<file path="config.mk">
export PLATFORM = sky130hd
export DESIGN_NAME = codec_ctl_regs
export DESIGN_NICKNAME = d
export VERILOG_FILES = /design/src/rtl/codec_ctl_pkg.sv /design/src/rtl/ctl_pin_sync.sv /design/src/rtl/ctl_spi_rx.sv /design/src/rtl/ctl_i2c_slave.sv /design/src/rtl/ctl_reg_bank.sv /design/src/rtl/codec_ctl_regs.sv
export SDC_FILE = /design/constraint.sdc
export NUM_CORES = 1
export LEC_CHECK = 0
export ABC_AREA = 1
export BUFFER_PORTS_ARGS = -buffer_cell sky130_fd_sc_hd__clkbuf_2
export CORE_MARGIN = 3
export CORE_UTILIZATION = 53
export DETAILED_ROUTE_END_ITERATION = 16
export PLACE_DENSITY = 0.77
export RECOVER_POWER = 25
export SYNTH_ARGS = -nofsm -noshare
export SYNTH_HDL_FRONTEND = slang
export SYNTH_SLANG_ARGS = --single-unit
</file>
<file path="constraint.sdc">
create_clock -name clk -period 6.8 [get_ports clk]
set_input_delay 0.34 -clock clk [delete_from_list [all_inputs] [get_ports clk]]
set_output_delay 0.34 -clock clk [all_outputs]
set_load 0.01 [all_outputs]
</file>
<file path="src/rtl/codec_ctl_pkg.sv">
package codec_ctl_pkg;
  localparam int ADDR_W    = 7;
  localparam int DATA_W    = 9;
  localparam int FRAME_W   = ADDR_W + DATA_W;
  localparam int NSLOT     = 13;
  localparam int SLOT_W    = $clog2(NSLOT);
  localparam int LOW_LAST  = 9;
  localparam int HIGH_BASE = 16;
  localparam int HIGH_LAST = 18;
  localparam int PAIR_LAST = 3;
  localparam logic [ADDR_W-1:0] SRST_ADDR = ADDR_W'(15);
  localparam logic [6:0]        DEV_BASE  = 7'b0011010;

  typedef struct packed {
    logic              en;
    logic [ADDR_W-1:0] addr;
    logic [DATA_W-1:0] data;
  } wr_req_t;

  function automatic logic slot_valid(logic [ADDR_W-1:0] a);
    return (a <= ADDR_W'(LOW_LAST)) ||
           ((a >= ADDR_W'(HIGH_BASE)) && (a <= ADDR_W'(HIGH_LAST)));
  endfunction

  function automatic logic [SLOT_W-1:0] slot_of(logic [ADDR_W-1:0] a);
    logic [ADDR_W-1:0] t;
    if (a <= ADDR_W'(LOW_LAST)) t = a;
    else t = a - ADDR_W'(HIGH_BASE) + ADDR_W'(LOW_LAST + 1);
    return t[SLOT_W-1:0];
  endfunction

  function automatic logic [DATA_W-1:0] slot_default(int s);
    case (s)
      0, 1:    return DATA_W'(9'h097);
      2, 3:    return DATA_W'(9'h079);
      4:       return DATA_W'(9'h00A);
      5:       return DATA_W'(9'h008);
      6:       return DATA_W'(9'h09F);
      7:       return DATA_W'(9'h00A);
      10:      return DATA_W'(9'h07B);
      11:      return DATA_W'(9'h032);
      default: return '0;
    endcase
  endfunction

  function automatic logic [NSLOT*DATA_W-1:0] default_word();
    logic [NSLOT*DATA_W-1:0] w;
    for (int s = 0; s < NSLOT; s++) w[s*DATA_W +: DATA_W] = slot_default(s);
    return w;
  endfunction
endpackage

</file>
<file path="src/rtl/ctl_pin_sync.sv">
module ctl_pin_sync #(
  parameter int             W       = 4,
  parameter int             STAGES  = 2,
  parameter logic [W-1:0]   RST_VAL = '1
) (
  input  logic         clk,
  input  logic         rst_n,
  input  logic [W-1:0] d,
  output logic [W-1:0] q
);
  logic [W-1:0] st_q [STAGES];

  always_ff @(posedge clk or negedge rst_n) begin
    if (!rst_n) begin
      for (int i = 0; i < STAGES; i++) st_q[i] <= RST_VAL;
    end else begin
      st_q[0] <= d;
      for (int i = 1; i < STAGES; i++) st_q[i] <= st_q[i-1];
    end
  end

  assign q = st_q[STAGES-1];
endmodule

</file>
<file path="src/rtl/ctl_spi_rx.sv">
module ctl_spi_rx import codec_ctl_pkg::*; (
  input  logic    clk,
  input  logic    rst_n,
  input  logic    en,
  input  logic    sck,
  input  logic    sdi,
  input  logic    csel,
  output wr_req_t req
);
  localparam int CNT_W = $clog2(FRAME_W + 2);
  localparam logic [CNT_W-1:0] CNT_SAT = CNT_W'(FRAME_W + 1);
  localparam logic [CNT_W-1:0] CNT_END = CNT_W'(FRAME_W);

  logic               sck_q, cs_q;
  logic [FRAME_W-1:0] sh_q, sh_d;
  logic [CNT_W-1:0]   cnt_q, cnt_d;
  wr_req_t            req_q, req_d;

  always_comb begin
    sh_d  = sh_q;
    cnt_d = cnt_q;
    req_d = '0;
    if (!en) begin
      cnt_d = '0;
    end else begin
      if (!csel && sck && !sck_q) begin
        sh_d = {sh_q[FRAME_W-2:0], sdi};
        if (cnt_q != CNT_SAT) cnt_d = cnt_q + 1'b1;
      end
      if (csel && !cs_q) begin
        if (cnt_q == CNT_END) begin
          req_d.en   = 1'b1;
          req_d.addr = sh_q[FRAME_W-1 -: ADDR_W];
          req_d.data = sh_q[DATA_W-1:0];
        end
        cnt_d = '0;
      end
    end
  end

  always_ff @(posedge clk or negedge rst_n) begin
    if (!rst_n) begin
      sck_q <= 1'b1;
      cs_q  <= 1'b1;
      sh_q  <= '0;
      cnt_q <= '0;
      req_q <= '0;
    end else begin
      sck_q <= sck;
      cs_q  <= csel;
      sh_q  <= sh_d;
      cnt_q <= cnt_d;
      req_q <= req_d;
    end
  end

  assign req = req_q;
endmodule

</file>
<file path="src/rtl/ctl_i2c_slave.sv">
module ctl_i2c_slave import codec_ctl_pkg::*; (
  input  logic              clk,
  input  logic              rst_n,
  input  logic              en,
  input  logic              scl,
  input  logic              sda,
  input  logic              sel,
  input  logic [DATA_W-1:0] rd_data,
  output logic [ADDR_W-1:0] rd_addr,
  output wr_req_t           req,
  output logic              sda_pull
);
  typedef enum logic [2:0] {S_IDLE, S_RX, S_ACK, S_TX, S_TXACK, S_SKIP} st_t;
  typedef enum logic [1:0] {P_DEV, P_REG, P_DAT} ph_t;

  st_t               st_q, st_d;
  ph_t               ph_q, ph_d;
  logic [3:0]        cnt_q, cnt_d;
  logic [7:0]        sh_q, sh_d;
  logic [ADDR_W-1:0] ptr_q, ptr_d;
  logic              hib_q, hib_d;
  logic              rw_q, rw_d;
  logic              rdhi_q, rdhi_d;
  logic              txb_q, txb_d;
  logic              mack_q, mack_d;
  logic              pull_q, pull_d;
  logic              scl_q, sda_q;
  wr_req_t           req_q, req_d;
  logic              start_c, stop_c, rise_c, fall_c;

  assign start_c = scl && scl_q && sda_q && !sda;
  assign stop_c  = scl && scl_q && !sda_q && sda;
  assign rise_c  = scl && !scl_q;
  assign fall_c  = !scl && scl_q;

  always_comb begin
    st_d = st_q;  ph_d = ph_q;  cnt_d = cnt_q;  sh_d = sh_q;
    ptr_d = ptr_q;  hib_d = hib_q;  rw_d = rw_q;  rdhi_d = rdhi_q;
    txb_d = txb_q;  mack_d = mack_q;  pull_d = pull_q;
    req_d = '0;
    if (!en) begin
      st_d = S_IDLE;  pull_d = 1'b0;
    end else if (start_c) begin
      st_d = S_RX;  ph_d = P_DEV;  cnt_d = '0;  pull_d = 1'b0;
    end else if (stop_c) begin
      st_d = S_IDLE;  pull_d = 1'b0;
    end else begin
      case (st_q)
        S_RX: begin
          if (rise_c) begin
            sh_d  = {sh_q[6:0], sda};
            cnt_d = cnt_q + 1'b1;
          end else if (fall_c && cnt_q == 4'd8) begin
            case (ph_q)
              P_DEV: begin
                if (sh_q[7:1] == {DEV_BASE[6:1], sel}) begin
                  rw_d = sh_q[0];  pull_d = 1'b1;  st_d = S_ACK;
                end else begin
                  st_d = S_SKIP;
                end
              end
              P_REG: begin
                ptr_d = sh_q[7:1];  hib_d = sh_q[0];
                pull_d = 1'b1;  st_d = S_ACK;
              end
              default: begin
                req_d.en   = 1'b1;
                req_d.addr = ptr_q;
                req_d.data = {hib_q, sh_q};
                pull_d = 1'b1;  st_d = S_ACK;
              end
            endcase
          end
        end
        S_ACK: begin
          if (fall_c) begin
            pull_d = 1'b0;  cnt_d = '0;
            case (ph_q)
              P_DEV: begin
                if (rw_q) begin
                  pull_d = ~rd_data[7];
                  sh_d   = {rd_data[6:0], 1'b0};
                  rdhi_d = rd_data[DATA_W-1];
                  txb_d  = 1'b0;  cnt_d = 4'd1;  st_d = S_TX;
                end else begin
                  ph_d = P_REG;  st_d = S_RX;
                end
              end
              P_REG:   begin ph_d = P_DAT;  st_d = S_RX; end
              default: st_d = S_SKIP;
            endcase
          end
        end
        S_TX: begin
          if (fall_c) begin
            if (cnt_q == 4'd8) begin
              pull_d = 1'b0;  st_d = S_TXACK;
            end else begin
              pull_d = ~sh_q[7];
              sh_d   = {sh_q[6:0], 1'b0};
              cnt_d  = cnt_q + 1'b1;
            end
          end
        end
        S_TXACK: begin
          if (rise_c) begin
            mack_d = !sda;
          end else if (fall_c) begin
            if (mack_q && !txb_q) begin
              pull_d = 1'b1;
              sh_d   = {6'b0, rdhi_q, 1'b0};
              txb_d  = 1'b1;  cnt_d = 4'd1;  st_d = S_TX;
            end else begin
              st_d = S_SKIP;
            end
          end
        end
        default: ;
      endcase
    end
  end

  always_ff @(posedge clk or negedge rst_n) begin
    if (!rst_n) begin
      st_q <= S_IDLE;  ph_q <= P_DEV;  cnt_q <= '0;  sh_q <= '0;
      ptr_q <= '0;  hib_q <= 1'b0;  rw_q <= 1'b0;  rdhi_q <= 1'b0;
      txb_q <= 1'b0;  mack_q <= 1'b0;  pull_q <= 1'b0;
      scl_q <= 1'b1;  sda_q <= 1'b1;  req_q <= '0;
    end else begin
      st_q <= st_d;  ph_q <= ph_d;  cnt_q <= cnt_d;  sh_q <= sh_d;
      ptr_q <= ptr_d;  hib_q <= hib_d;  rw_q <= rw_d;  rdhi_q <= rdhi_d;
      txb_q <= txb_d;  mack_q <= mack_d;  pull_q <= pull_d;
      scl_q <= scl;  sda_q <= sda;  req_q <= req_d;
    end
  end

  assign rd_addr  = ptr_q;
  assign req      = req_q;
  assign sda_pull = pull_q;
endmodule

</file>
<file path="src/rtl/ctl_reg_bank.sv">
module ctl_reg_bank import codec_ctl_pkg::*; (
  input  logic                    clk,
  input  logic                    rst_n,
  input  wr_req_t                 req,
  input  logic [ADDR_W-1:0]       rd_addr,
  output logic [DATA_W-1:0]       rd_data,
  output logic [NSLOT*DATA_W-1:0] ctl_word
);
  logic srst_c, pair_c;
  logic [SLOT_W-1:0] rd_idx;

  assign srst_c = req.en && (req.addr == SRST_ADDR);
  assign pair_c = req.en && (req.addr <= ADDR_W'(PAIR_LAST)) && req.data[DATA_W-1];

  for (genvar s = 0; s < NSLOT; s++) begin : g_slot
    logic [DATA_W-1:0] val_q, val_d;
    logic              hit_c, mir_c;

    always_comb begin
      hit_c = req.en && slot_valid(req.addr) && (slot_of(req.addr) == SLOT_W'(s));
      mir_c = pair_c && (slot_of(req.addr ^ ADDR_W'(1)) == SLOT_W'(s));
      val_d = val_q;
      if (srst_c)             val_d = slot_default(s);
      else if (hit_c || mir_c) val_d = req.data;
    end

    always_ff @(posedge clk or negedge rst_n) begin
      if (!rst_n) val_q <= slot_default(s);
      else        val_q <= val_d;
    end

    assign ctl_word[s*DATA_W +: DATA_W] = val_q;
  end

  assign rd_idx  = slot_valid(rd_addr) ? slot_of(rd_addr) : '0;
  assign rd_data = slot_valid(rd_addr) ? ctl_word[rd_idx*DATA_W +: DATA_W] : '0;
endmodule

</file>
<file path="src/rtl/codec_ctl_regs.sv">
module codec_ctl_regs import codec_ctl_pkg::*; #(
  parameter int SYNC_STAGES = 2
) (
  input  logic                    clk,
  input  logic                    rst_n,
  input  logic                    if_mode,
  input  logic                    csel,
  input  logic                    sck,
  input  logic                    sdi,
  output logic                    sda_pull,
  output logic [NSLOT*DATA_W-1:0] ctl_word
);
  logic [1:0]        rst_q;
  logic              rst_sync_n;
  logic [3:0]        pin_s;
  logic              mode_s, csel_s, sck_s, sdi_s;
  wr_req_t           spi_req, i2c_req, wr_req;
  logic              spi_wr, i2c_wr;
  logic [ADDR_W-1:0] rd_addr;
  logic [DATA_W-1:0] rd_data;
  logic              i2c_pull;

  always_ff @(posedge clk or negedge rst_n) begin
    if (!rst_n) rst_q <= '0;
    else        rst_q <= {rst_q[0], 1'b1};
  end
  assign rst_sync_n = rst_q[1];

  ctl_pin_sync #(.W(4), .STAGES(SYNC_STAGES), .RST_VAL(4'b1111)) u_sync (
    .clk(clk), .rst_n(rst_sync_n),
    .d({if_mode, csel, sck, sdi}), .q(pin_s)
  );
  assign {mode_s, csel_s, sck_s, sdi_s} = pin_s;

  ctl_spi_rx u_spi (
    .clk(clk), .rst_n(rst_sync_n), .en(mode_s),
    .sck(sck_s), .sdi(sdi_s), .csel(csel_s), .req(spi_req)
  );

  ctl_i2c_slave u_i2c (
    .clk(clk), .rst_n(rst_sync_n), .en(!mode_s),
    .scl(sck_s), .sda(sdi_s), .sel(csel_s),
    .rd_data(rd_data), .rd_addr(rd_addr), .req(i2c_req), .sda_pull(i2c_pull)
  );

  assign spi_wr    = spi_req.en;
  assign i2c_wr    = i2c_req.en;
  assign wr_req.en = spi_wr | i2c_wr;
  assign wr_req.addr = spi_wr ? spi_req.addr : i2c_req.addr;
  assign wr_req.data = spi_wr ? spi_req.data : i2c_req.data;
  assign sda_pull  = i2c_pull & ~if_mode;

  ctl_reg_bank u_bank (
    .clk(clk), .rst_n(rst_sync_n), .req(wr_req),
    .rd_addr(rd_addr), .rd_data(rd_data), .ctl_word(ctl_word)
  );
endmodule

</file>
==> qor.yml <==
run_status:
  status: "finished with violations"
  violations: "max-capacitance violations, max-slew violations"
global_routing:
  grt_pass1_wl_um: 49800
  grt_remaining_overflow: 0
  grt_pass1_vias: 9021
  track_usage_pct: 29.0
  grt_start_max_net_pins: 84
  antenna_found_initial: 0
detailed_routing:
  detail-route-antenna-nets: 0
  wl_per_cell_um: 18.5
  wirelength_um: 31400
  vias: 9551
  drc: 0
  first_iter_violations: 1109
  first_pass_iters: 5
  viasPerCell: 5.63
cells_and_area:
  fin_nets: 1435
  register_area_mm2: 0.00544
  syn2layout_area_growth_pct: 15.5
  finalInstanceArea_mm2: 0.0121
  fill_cells: 1735
  utilization_pct: 63.4
  drive_gt1_share_pct: 15.6
  diodes: 0
  multi_input_area_mm2: 0.00432
min_path:
  hp-class: "input pin to asynchronous set/reset pin"
logic_synthesis:
  netlist_area_mm2: 0.0104
  synthTopCellsByArea: "dfrtp_1 39%, nand2_1 13%, dfstp_2 13%"
  yosys.area.top_type_share_pct: 39.3
  synth_area_leader_cell: "dfrtp_1"
  synthDistinctLibCells: 44
  ys.flop_type: "dfrtp_1"
  synth_edf_count: 0
  syn_area_per_cell_um2: 8.03
  syn_nets: 1316
  yosys_register_bits: 215
  ys_async_sr_fraction_pct: 100
  yosysSeqAreaShare_pct: 52.2
  ys_warn_count: 0
  syn-instance-count: 1299
power:
  p_comb_share_pct: 10.6
  sw_frac_of_total_pct: 26.7
  p_sw_uw: 820
  power_density_mw_per_mm2: 255
  power.internal_uw: 2250
  ir_worst_vdd_uv: 232
  p_leak_uw: 0.00581
  p_clk_share_pct: 43.3
  seqPwrFrac_pct: 46.1
clock_network:
  cts-root-buf: "clkbuf_16"
  cts_tree: "yes"
  h-tree-depth: 1
  cts_made_buffers: 24
  cts.clk_slew.worst_paths_ns: 0.06
  cts_sinks: 215
  clk_latency_ns: 0.52
  clockBufferDepth: 3
critical_path:
  crit_chain: "buf_4"
  critPathLaunch: "rst_q[1]"
  r2r-start: "rst_q[1]"
  critPathCaptureType: "asynchronous set/reset pin"
  start_kind: "flip-flop"
  crit_path_max_incr_delay_ns: 2.56
  required_ns: 7.30
  cp.arrival_ns: 4.19
  critPathTopFamily: "flip-flops"
  slowest_stage: "dfrtp_1"
  critPathMaxFanout: 83
  cp_num_buf_inv: 1
  path_class: "flip-flop to asynchronous set/reset pin"
floorplan:
  initial_core_util_pct: 54.9
  die_area_mm2: 0.0214
  die_width_um: 146
  die_h_um: 146
  num_rows: 50
  io_pins: 124
  core_mm2: 0.0190
timing:
  max_freq_ghz: 0.271
  slew_headroom_pct: -118
  worst_slack_ns: 3.11
  rsz0062_at_grt: "no"
  maxSlewViolCount: 84
  hold_viol: 0
  setup_tns_ns: 0
  period_share_pct: 54.2
  clock_skew_ns: 0.0175
  hold_slack_ns: 0.136
  worst-slew-pin-transition_ns: 3.27
  min_period_ns: 3.69
  final-setup-viol-count: 0
flow_run:
  max_cap_viol_count: 1
place:
  dp_slack_ns: 3.31
  place_area_mm2: 0.0112
  globalplace.congestion: 0.929
  hpwl_um: 22000
  io_buffers: 123
## power groups by stage
stage	Clock, µW	Sequential, µW	Combinational, µW
6_report	1330	1420	327
5_1_grt	1400	1420	376
4_1_cts	1350	1420	325
3_5_place_dp	0	1430	322
3_3_place_gp	0	1440	320
2_1_floorplan	0	1420	236
## cells in the mapped netlist, drive strengths merged (3+ instances only)
cell,number
a31oi,3
nand4,4
mux2i,10
o211ai,9
nor2,119
clkbuf,24
inv,121
ha,11
xor2,7
nand3,189
buf,19
o21ai,98
nand2,392
a21oi,44
dfrtp,164
nor4,4
clkinv,3
nor3,13
dfstp,51
## registers in the layout, summed over array words and instances, names as in the netlist, 3 cells and up
register,flops
u_sync.st_q,4
u_i2c.req,17
u_bank.g_slot.val_q,117
u_i2c.sh_q,8
u_i2c.rd_addr,7
u_spi.sh_q,16
u_spi.cnt_q,5
u_i2c.cnt_q,4
u_sync.q,4
u_spi.req,17
u_i2c.st_q,3
## layer usage
layer / wire length (µm) / track usage (%) / up-vias
li1: - / - / 4443
met1: 13300 / 41.3 / 4548
met2: 14200 / 45.1 / 484
met3: 2810 / 5.59 / 76
met4: 1100 / 9.64 / 0
met5: 0 / 0 / -
## cell usage in the layout (no fill, tap or decap), types with 37 or more instances in the layout
cell / n
nand2_1: 372
nand3_1: 184
dfrtp_1: 164
inv_1: 115
nor2_1: 112
clkbuf_2: 80
o21ai_0: 57
dfstp_2: 48
clkbuf_1: 47
a21oi_1: 41
o21ai_1: 37
## final timing paths
check,endpoint,slack [ns],depth (start not counted)
min in group clk,u_sync.q[1],0.36,0
max in group clk,u_bank.g_slot[1].val_q[6],3.23,11
worst max register to register,u_bank.g_slot[4].val_q[6],3.11,1
worst min register to register,u_sync.q[1],0.36,0
worst max-delay path,u_bank.g_slot[4].val_q[6],3.11,1
worst min-delay path,rst_q[0],0.14,2
## kinds of logic (layout without fill, tap and decap cells)
kind of cell    after synthesis  count (layout)  synth area share [%]
simple gates                726             726                  29.8
xor+xnor                      7               7                 0.587
fa+ha+maj                    11              11                  1.32
compound gates              162             162                  8.64
flops                       215             215                  52.2
mux                          10              10                 0.959
buf+inv                     167             304                  6.49
other cells                   1               1                0.0359
## layout make-up
type / instances / area share, %
clock inverter: 10 / 0.944
timing repair buffer: 136 / 5.57
tap: 260 / 2.70
inverter: 124 / 3.90
sequential: 215 / 45.2
clock buffer: 34 / 5.88
multi-input combinational: 917 / 35.8
## what timing repair did
action	in CTS	in global routing
setup endpoints to repair	0	0
gates resized for setup	0	0
hold endpoints to repair	6	0
setup buffers	0	0
hold buffers	5	0
## per-stage QoR
step,std cells,total power (µW)
finish,1696,3070
global route,1696,3200
CTS,1696,3090
detailed placement,1647,1760
global placement,1647,1760
floorplan,1299,1660
No activity file was read; power rests on OpenSTA's default activity.
